File: src/rtl/erase_seq_pkg.sv
package erase_seq_pkg;
  typedef enum logic [1:0] {ST_IDLE, ST_SCAN, ST_ERASE} seq_st_e;

  localparam logic [7:0] CMD_SETUP   = 8'h30;
  localparam logic [7:0] CMD_CONFIRM = 8'hD0;

  // status bit positions, decoded by the status register reader
  localparam int SR_RDY = 7;
  localparam int SR_ERS = 5;
  localparam int SR_SEQ = 4;
  localparam int SR_VPP = 3;
  localparam int SR_LCK = 1;
endpackage

File: src/rtl/erase_cmd_dec.sv
module erase_cmd_dec
  import erase_seq_pkg::*;
(
  input  logic       clk_i,
  input  logic       rst_ni,
  input  logic       busy_i,
  input  logic       we_i,
  input  logic [7:0] data_i,
  output logic       start_o,
  output logic       seq_err_o
);
  logic setup_q;
  logic wr_ok;

  assign wr_ok     = we_i && !busy_i;
  assign start_o   = wr_ok && setup_q && (data_i == CMD_CONFIRM);
  assign seq_err_o = wr_ok && setup_q && (data_i != CMD_CONFIRM);

  always_ff @(posedge clk_i or negedge rst_ni) begin
    if (!rst_ni)    setup_q <= 1'b0;
    else if (wr_ok) setup_q <= !setup_q && (data_i == CMD_SETUP);
  end
endmodule

File: src/rtl/erase_blk_map.sv
module erase_blk_map #(
  parameter int N_MAIN    = 31,
  parameter int N_PARAM   = 6,
  parameter int N_BOOT    = 2,
  parameter int MAIN_CYC  = 12,
  parameter int SMALL_CYC = 5,
  parameter int IDXW      = 6,
  parameter int CNTW      = 4
) (
  input  logic [IDXW-1:0] idx_i,
  input  logic            lock_i,
  input  logic            wp_i,
  output logic            unlocked_o,
  output logic            last_o,
  output logic [CNTW-1:0] dur_o
);
  localparam int NBLK      = N_MAIN + N_PARAM + N_BOOT;
  localparam int BOOT_BASE = N_MAIN + N_PARAM;

  logic is_boot, is_small;

  assign is_boot    = int'(idx_i) >= BOOT_BASE;
  assign is_small   = int'(idx_i) >= N_MAIN;
  assign unlocked_o = !lock_i && (!is_boot || wp_i);
  assign last_o     = int'(idx_i) == NBLK - 1;
  assign dur_o      = is_small ? CNTW'(SMALL_CYC - 1) : CNTW'(MAIN_CYC - 1);
endmodule

File: src/rtl/erase_timer.sv
module erase_timer #(
  parameter int CNTW = 4
) (
  input  logic            clk_i,
  input  logic            rst_ni,
  input  logic            load_i,
  input  logic [CNTW-1:0] load_val_i,
  output logic            expired_o
);
  logic [CNTW-1:0] cnt_q;

  always_ff @(posedge clk_i or negedge rst_ni) begin
    if (!rst_ni)           cnt_q <= '0;
    else if (load_i)       cnt_q <= load_val_i;
    else if (cnt_q != '0)  cnt_q <= cnt_q - 1'b1;
  end

  assign expired_o = (cnt_q == '0);
endmodule

File: src/rtl/chip_erase_seq.sv
module chip_erase_seq
  import erase_seq_pkg::*;
#(
  parameter int N_MAIN    = 31,
  parameter int N_PARAM   = 6,
  parameter int N_BOOT    = 2,
  parameter int MAIN_CYC  = 12,
  parameter int SMALL_CYC = 5,
  localparam int NBLK     = N_MAIN + N_PARAM + N_BOOT,
  localparam int IDXW     = $clog2(NBLK),
  localparam int CNTW     = $clog2(MAIN_CYC + 1)
) (
  input  logic            clk_i,
  input  logic            rst_ni,
  input  logic            cmd_we_i,
  input  logic [7:0]      cmd_data_i,
  input  logic            wp_i,
  input  logic            vpp_ok_i,
  output logic [IDXW-1:0] qry_idx_o,
  input  logic            qry_lock_i,
  output logic            ers_en_o,
  output logic [IDXW-1:0] ers_blk_o,
  input  logic            vfy_fail_i,
  output logic            done_o,
  output logic [7:0]      stat_o
);
  seq_st_e         st_q;
  logic [IDXW-1:0] idx_q;
  logic            any_q, done_q;
  logic            ers_err_q, seq_err_q, vpp_err_q, lck_err_q;
  logic            busy, start, seq_err;
  logic            unlocked, is_last, tmr_load, tmr_exp;
  logic [CNTW-1:0] dur;

  assign busy = (st_q != ST_IDLE);

  erase_cmd_dec u_dec (
    .clk_i     (clk_i),
    .rst_ni    (rst_ni),
    .busy_i    (busy),
    .we_i      (cmd_we_i),
    .data_i    (cmd_data_i),
    .start_o   (start),
    .seq_err_o (seq_err)
  );

  erase_blk_map #(
    .N_MAIN(N_MAIN), .N_PARAM(N_PARAM), .N_BOOT(N_BOOT),
    .MAIN_CYC(MAIN_CYC), .SMALL_CYC(SMALL_CYC), .IDXW(IDXW), .CNTW(CNTW)
  ) u_map (
    .idx_i      (idx_q),
    .lock_i     (qry_lock_i),
    .wp_i       (wp_i),
    .unlocked_o (unlocked),
    .last_o     (is_last),
    .dur_o      (dur)
  );

  assign tmr_load = (st_q == ST_SCAN) && unlocked;

  erase_timer #(.CNTW(CNTW)) u_tmr (
    .clk_i      (clk_i),
    .rst_ni     (rst_ni),
    .load_i     (tmr_load),
    .load_val_i (dur),
    .expired_o  (tmr_exp)
  );

  always_ff @(posedge clk_i or negedge rst_ni) begin
    if (!rst_ni) begin
      st_q      <= ST_IDLE;
      idx_q     <= '0;
      any_q     <= 1'b0;
      done_q    <= 1'b0;
      ers_err_q <= 1'b0;
      seq_err_q <= 1'b0;
      vpp_err_q <= 1'b0;
      lck_err_q <= 1'b0;
    end else begin
      done_q <= 1'b0;
      unique case (st_q)
        ST_IDLE: begin
          if (start) begin
            seq_err_q <= 1'b0;
            lck_err_q <= 1'b0;
            ers_err_q <= !vpp_ok_i;
            vpp_err_q <= !vpp_ok_i;
            if (vpp_ok_i) begin
              st_q  <= ST_SCAN;
              idx_q <= '0;
              any_q <= 1'b0;
            end
          end else if (seq_err) begin
            seq_err_q <= 1'b1;
            ers_err_q <= 1'b1;
          end
        end
        ST_SCAN: begin
          if (unlocked) begin
            st_q  <= ST_ERASE;
            any_q <= 1'b1;
          end else if (is_last) begin
            st_q   <= ST_IDLE;
            done_q <= 1'b1;
            if (!any_q) begin
              lck_err_q <= 1'b1;
              ers_err_q <= 1'b1;
            end
          end else begin
            idx_q <= idx_q + 1'b1;
          end
        end
        ST_ERASE: begin
          if (tmr_exp) begin
            if (vfy_fail_i || is_last) begin
              st_q      <= ST_IDLE;
              done_q    <= 1'b1;
              ers_err_q <= ers_err_q | vfy_fail_i;
            end else begin
              st_q  <= ST_SCAN;
              idx_q <= idx_q + 1'b1;
            end
          end
        end
        default: st_q <= ST_IDLE;
      endcase
    end
  end

  assign qry_idx_o = idx_q;
  assign ers_blk_o = idx_q;
  assign ers_en_o  = (st_q == ST_ERASE);
  assign done_o    = done_q;

  always_comb begin
    stat_o         = '0;
    stat_o[SR_RDY] = !busy;
    stat_o[SR_ERS] = ers_err_q;
    stat_o[SR_SEQ] = seq_err_q;
    stat_o[SR_VPP] = vpp_err_q;
    stat_o[SR_LCK] = lck_err_q;
  end
endmodule

File: config.mk
export PLATFORM = sky130hd
export DESIGN_NAME = chip_erase_seq
export DESIGN_NICKNAME = d
export VERILOG_FILES = /design/src/rtl/erase_seq_pkg.sv /design/src/rtl/erase_cmd_dec.sv /design/src/rtl/erase_blk_map.sv /design/src/rtl/erase_timer.sv /design/src/rtl/chip_erase_seq.sv
export SDC_FILE = /design/constraint.sdc
export NUM_CORES = 1
export LEC_CHECK = 0
export BUFFER_PORTS_ARGS = -buffer_cell sky130_fd_sc_hd__buf_2
export CAP_MARGIN = 40
export CORE_UTILIZATION = 44
export CTS_CLUSTER_DIAMETER = 100
export DETAILED_ROUTE_END_ITERATION = 16
export HOLD_SLACK_MARGIN = 0.02
export PLACE_DENSITY = 0.69
export SLEW_MARGIN = 20
export SYNTH_ARGS = -nofsm -noshare
export SYNTH_HDL_FRONTEND = slang
export SYNTH_SLANG_ARGS = --single-unit
File: constraint.sdc
create_clock -name clk_i -period 6.9 [get_ports clk_i]
set_input_delay 0.69 -clock clk_i [delete_from_list [all_inputs] [get_ports clk_i]]
set_output_delay 0.69 -clock clk_i [all_outputs]
set_load 0.02 [all_outputs]
-- After elaboration in Yosys (flattened, before gate mapping)
Cells that the tools add are included.
- add/subtract/negate cells: 2
- magnitude comparators: 2
- equality and inequality tests: 18
- muxes and demuxes: 37
- bitwise logic cells: 1
- reduce and logical (&&, ||, !) cells: 29
- operators with widths (kind ; number):
    $mux W6 ; 6
    $pmux W6 S3 ; 1
    $mux W1 ; 17
    $ne A2 B2 Y1 const B ; 8
    $reduce_and A7 Y1 ; 2
    $mux W4 ; 3
    $mux W2 ; 5
    $eq A8 B6 Y1 const B ; 1
    $eq A8 B8 Y1 const B ; 1
    $ne A8 B8 Y1 const B ; 1
    $reduce_and A4 Y1 ; 2
    $reduce_bool A2 Y1 ; 4
    $logic_and A1 B1 Y1 ; 7
    $add A6 B1 Y6 const B ; 1
    $eq A6 B6 Y1 const B ; 1
    $ge A6 B5 Y1 const B ; 1
    $ge A6 B6 Y1 const B ; 1
    $ne A3 B3 Y1 const B ; 2
    $pmux W1 S2 ; 3
    $pmux W2 S3 ; 1
    $logic_not A1 Y1 ; 5
    $reduce_and A5 Y1 ; 1
    $logic_not A4 Y1 ; 1
    $ne A2 B1 Y1 const B ; 2
    other kinds (10) ; 12
- register bits after elaboration: 19
- bits of input ports: 15
- output and inout bits: 22
- logic and storage cells: 99

-- Logic depth before layout (Yosys ltp)
- word-level depth: 8
- mapped depth: 9
- depth with buffers taken out: 7

-- Modules after synthesis
From an unflattened synthesis, not the netlist that was laid out.
- cell total of the unflattened synthesis: 162
- area, all modules: 1453.9 um^2
- by module, submodules not included (module ; instances ; cells an instance ; area each (um^2) ; seq. area each (um^2)):
    chip_erase_seq ; 1 ; 117 ; 1026.0 ; 350.3
    erase_timer ; 1 ; 22 ; 234.0 ; 100.1
    erase_cmd_dec ; 1 ; 11 ; 105.1 ; 25.0
    erase_blk_map ; 1 ; 12 ; 88.8 ; 0.0

-- Worst setup path after synthesis
Ideal clock, no wire load.
- path kind: reg-to-reg
- start: register st_q[0]
- end: register idx_q[2] (netlist: ers_blk_o[2])
- library setup time: 0.124 ns
- arrival time: 2.227 ns
- data required time: 6.776 ns
- setup slack: 4.549 ns
- stages on the path, launching flop included: 10
- path buffers: 2
- period minus slack after synthesis: 2.351 ns
- cells stage by stage: dfrtp_1 inv_1 ha_1 clkbuf_1 and3_1 and4_1 o21ai_2 or3_1 buf_6 a211o_1
- word-level cells in the longest chain between the ends: 7
- elaborated cells on any way between the ends: 17
- those cells by class: eq/ne: 8; mux: 1; reduce/logical: 8
- ends and longest elaborated chain (item ; line ; RTL):
    start: declaration ; chip_erase_seq.sv:27 ; seq_st_e st_q;
    start signal: assignment ; chip_erase_seq.sv:71 ; st_q <= ST_IDLE;
    start signal: assignment ; chip_erase_seq.sv:89 ; st_q <= ST_SCAN;
    start signal: assignment ; chip_erase_seq.sv:100 ; st_q <= ST_ERASE;
    $reduce_bool A2 Y1 ; chip_erase_seq.sv:35 ; assign busy = (st_q != ST_IDLE);
    $logic_not A1 Y1 ; n/a ;
    named net stat_o[7] ; chip_erase_seq.sv:25 ; output logic [7:0] stat_o
    $logic_and A1 B1 Y1 ; erase_cmd_dec.sv:15 ; assign wr_ok = we_i && !busy_i;
    $logic_and A1 B1 Y1 (2 in series) ; erase_cmd_dec.sv:16 ; assign start_o = wr_ok && setup_q && (data_i == CMD_CONFIRM);
    $ne A2 B2 Y1 (no line) ; n/a ;
    $reduce_and A7 Y1 (no line) ; n/a ;
    end signal: assignment ; chip_erase_seq.sv:110 ; idx_q <= idx_q + 1'b1;
    end signal: assignment ; chip_erase_seq.sv:121 ; idx_q <= idx_q + 1'b1;
    end: declaration ; chip_erase_seq.sv:28 ; logic [IDXW-1:0] idx_q;
The timed path passes the listed nets, and every way through them passes these cells.
A chain may end at the register's enable or synchronous reset.

-- Worst setup path in the final report
- start: register u_tmr.cnt_q[0]
- end: register idx_q[2] (netlist: ers_blk_o[2])
- word-level cells in the longest chain between the ends: 3
- ends and longest elaborated chain (item ; line ; RTL):
    start: declaration ; erase_timer.sv:10 ; logic [CNTW-1:0] cnt_q;
    start signal: assignment ; erase_timer.sv:14 ; else if (load_i) cnt_q <= load_val_i;
    start signal: assignment ; erase_timer.sv:15 ; else if (cnt_q != '0) cnt_q <= cnt_q - 1'b1;
    $logic_not A4 Y1 ; erase_timer.sv:18 ; assign expired_o = (cnt_q == '0);
    $ne A2 B1 Y1 (no line) ; n/a ;
    $reduce_and A7 Y1 (no line) ; n/a ;
No other way between the ends.

==> results summary <==
The synthesized instance count came out at 157. The count of routing violations after the opening detailed-route iteration is 32. The setup TNS came out at 0 ns. The clock period minus worst slack is 2.44 ns. The total placed instance area came out at 1490 µm².

Leaving out fill and tap cells, the most frequent cell in the layout is sky130_fd_sc_hd__buf_2. The die outline area came out at 3400 µm². The worst setup path is captured at a register. TritonCTS built the clock tree. The height of the die is 58.3 µm. The clock slew at the register clock pins of the worst setup and hold paths came out at 0.12 ns. The setup check on the worst reg-to-reg path leaves a slack of 4.46 ns. In this run the number of H-tree levels came out at 1. The leakage power figure is 0.702 nW. In the final design database the tool counted 203 nets. The largest net degree at the start of global routing came out at 20. The maximum VDD drop is around 66 µV. The sequential fraction of the synthesis area came out at 34.1%.

The number of cells in the finished layout apart from fillers is 222. Cells fill 50.2% of the core in the end. The distinct cell type count of the synthesized netlist is 50. The synthesized netlist occupies a cell area of 1400 µm². The number of remaining DRC errors came out at 0. The flow ran to the end, and the final reports show no timing, DRC or antenna violations. By startpoint and endpoint, the worst setup path is classified as reg2reg. The max-cap violation count is 0. The maximum clock path buffer count came out at 2. The data required time at the worst endpoint is around 7.1 ns. The footprint of the multi-input gates is 756 µm². The count of inserted antenna diode cells came out at 0. The count of input and output buffers came out at 33.

The relative slew slack is roughly 46%. The worst setup path is launched from a register. The top cell types in the final layout, fill and taps aside, are 33 x sky130_fd_sc_hd__buf_2, 19 x sky130_fd_sc_hd__dfrtp_1, 15 x sky130_fd_sc_hd__nand2_1, 11 x sky130_fd_sc_hd__inv_1, 9 x sky130_fd_sc_hd__ha_1. The fraction of power consumed by sequential logic is 51.7%. The actual transition at the worst max-transition pin came out at 0.802 ns.

The most used flip-flop cell after synthesis is sky130_fd_sc_hd__dfrtp_1. The worst slack at placement is 4.34 ns. The first-pass GRT wire length came out at 5010 µm. The switching share of power is about 32%.

Setup repair after global routing left no endpoint under its margin. The number of setup buffers added after CTS is 0. Based on the critical path, the design can be clocked at up to slightly above 0.4 GHz. The synthesis-to-layout area growth came out at 8.78%. Power spread over the standard cell area amounts to 173 nW/µm². The worst-path maximum fanout came out at 6. The average size of a mapped cell came out at 8.89 µm².

Data on the critical path arrives at its endpoint at between 2 and 3 ns. The placed instance count is around 220. Between clock sinks in the finished design, the worst skew comes to between 0.01 and 0.015 ns.

The initial utilization of the core area, before any placement, comes to 46.1%. The core area is 3030 µm². The number of hold buffers added after CTS came out at 0. The initialized floorplan defines 20 standard-cell rows.

The fraction of synthesis flops using an asynchronous set or reset pin is 100%. The number of top-level pins came out at 37. The count of state elements after synthesis came out at 19. Across every metal layer, demand over resource in global routing totals between 10% and 20%.

The final estimated routing congestion in global placement came out at between 0.8 and 0.9. The fraction of the cycle the final worst path needs came out at a little over a third. The startpoint of the worst-slack reg-to-reg timing path is u_tmr.cnt_q[0].

The internal power component came out at 0.178 mW. The share of cells above drive strength 1 came out at 22.5%. During synthesis, Yosys emitted a total of 0 warnings. The detailed placement HPWL came out at 2370 µm.

The average vias per placed instance is 5.47. The overflow left after global routing is 0. The final wirelength came out at 3030 µm. Dividing the detail-routed wire length by the instance count gives 13.6 µm. The number of clock buffers inserted by TritonCTS came out at 3.

The count of pins over their slew limit was 0. The count of fill cells added during filler insertion came out at 305. The analysis attributes to net switching a power of 0.0849 mW. The combined flip-flop and latch cell area is 475 µm². The tree is rooted in a sky130_fd_sc_hd__clkbuf_4. The initial antenna violation count came out at 0.

The tightest min-delay check is of the in2async type. The clock insertion delay at the later pin of the skew report is 0.30 ns. The count of instances resized after the clock tree is built is 0. The share of total power in combinational logic is 26.2%. The final design instance area without fill came out at 1520 µm². The number of sinks driven by the clock tree is 19. For this block, the via count after detailed routing is 1,214. Hold timing on the final database bottoms out at a slack of 0.310 ns.

Setup violations remaining at the end of the flow were counted as 0. The horizontal extent of the die came out at between 50 and 60 µm. The clock network fraction of design power is about 22%. The number of endpoints with negative hold slack in the final report came out at 0. The count of flip-flops with a built-in enable after synthesis is 0. The completed layout was analyzed and its total power is 0.263 mW. Tracing the worst setup path back leads to its startpoint at u_tmr.cnt_q[0]. The first detailed-routing pass took 4 iterations. After layout, the worst setup slack is 4.46 ns.

The number of nets still failing antenna checks after routing came out at 0. The number of global-route vias before repair is 1,098.
-- cell families after synthesis --
family | share of synthesized area, %
compound gates | 23.0
fa+ha+maj | 8.06
buf+inv | 12.4
flops | 34.1
mux | 1.43
other cells | 0.269
simple gates | 20.8
-- per-layer routing --
layer	vias to the layer above	GRT usage [%]	part of all wire (%)
met5	-	0	0
met4	0	6.46	1.0
met3	4	2.20	3.5
met2	30	32.5	48
met1	578	26.1	47
li1	602	-	-
-- critical path, cell delays in order (launching register included) --
cell and delay [ns]:
sky130_fd_sc_hd__dfrtp_1 0.41, sky130_fd_sc_hd__inv_1 0.08, sky130_fd_sc_hd__ha_1 0.23, sky130_fd_sc_hd__or3b_1 0.50, sky130_fd_sc_hd__a21oi_4 0.21, sky130_fd_sc_hd__o21ai_2 0.11
sky130_fd_sc_hd__or3_1 0.45, sky130_fd_sc_hd__a211o_1 0.33
-- area by class of cell --
type                            count  area share [%]
Multi-Input combinational cell    111            49.8
Timing Repair Buffer               33            10.9
Tap cell                           44            3.62
Sequential cell                    19            31.3
Inverter                           11            2.72
Clock buffer                        4            1.73
-- sequential cells by signal, summed over array words and instances (netlist names) --
name and count:
ers_blk_o 6, seq_err_q 1, ers_err_q 1, any_q 1
st_q 2, vpp_err_q 1, u_dec.setup_q 1, done_o 1
u_tmr.cnt_q 4, lck_err_q 1
-- power by group through the flow --
stage               sequential, mW  clock (mW)  combinational, mW
global placement             0.136           0             0.0650
finish                       0.136      0.0580             0.0690
floorplan                    0.135           0             0.0588
detailed placement           0.138           0             0.0692
CTS                          0.136      0.0601             0.0698
global route                 0.139      0.0652             0.0787
-- Yosys cell counts (3+ instances only) --
cell	number	area, µm²
sky130_fd_sc_hd__ha_1	9	113
sky130_fd_sc_hd__inv_1	11	41.3
sky130_fd_sc_hd__buf_4	13	97.6
sky130_fd_sc_hd__a21oi_1	8	40.0
sky130_fd_sc_hd__o31ai_1	3	22.5
sky130_fd_sc_hd__nand2_1	15	56.3
sky130_fd_sc_hd__nor2_1	6	22.5
sky130_fd_sc_hd__o21ai_0	6	30.0
sky130_fd_sc_hd__nand3_1	4	20.0
sky130_fd_sc_hd__or3_1	3	18.8
sky130_fd_sc_hd__dfrtp_1	19	475
sky130_fd_sc_hd__clkbuf_1	3	11.3
sky130_fd_sc_hd__and3_1	4	25.0
sky130_fd_sc_hd__nand3b_1	3	22.5
-- final timing paths --
kind                       depth (start not counted)             end
setup / recovery                                   7    ers_blk_o[2]
hold / removal                                     1  u_tmr.cnt_q[0]
setup reg to reg                                   7    ers_blk_o[2]
hold reg to reg                                    2       vpp_err_q
max in group asynchronous                          1    ers_blk_o[1]
min in group clk_i                                 2       vpp_err_q
Note: power is estimated with default switching activity, not from simulation.
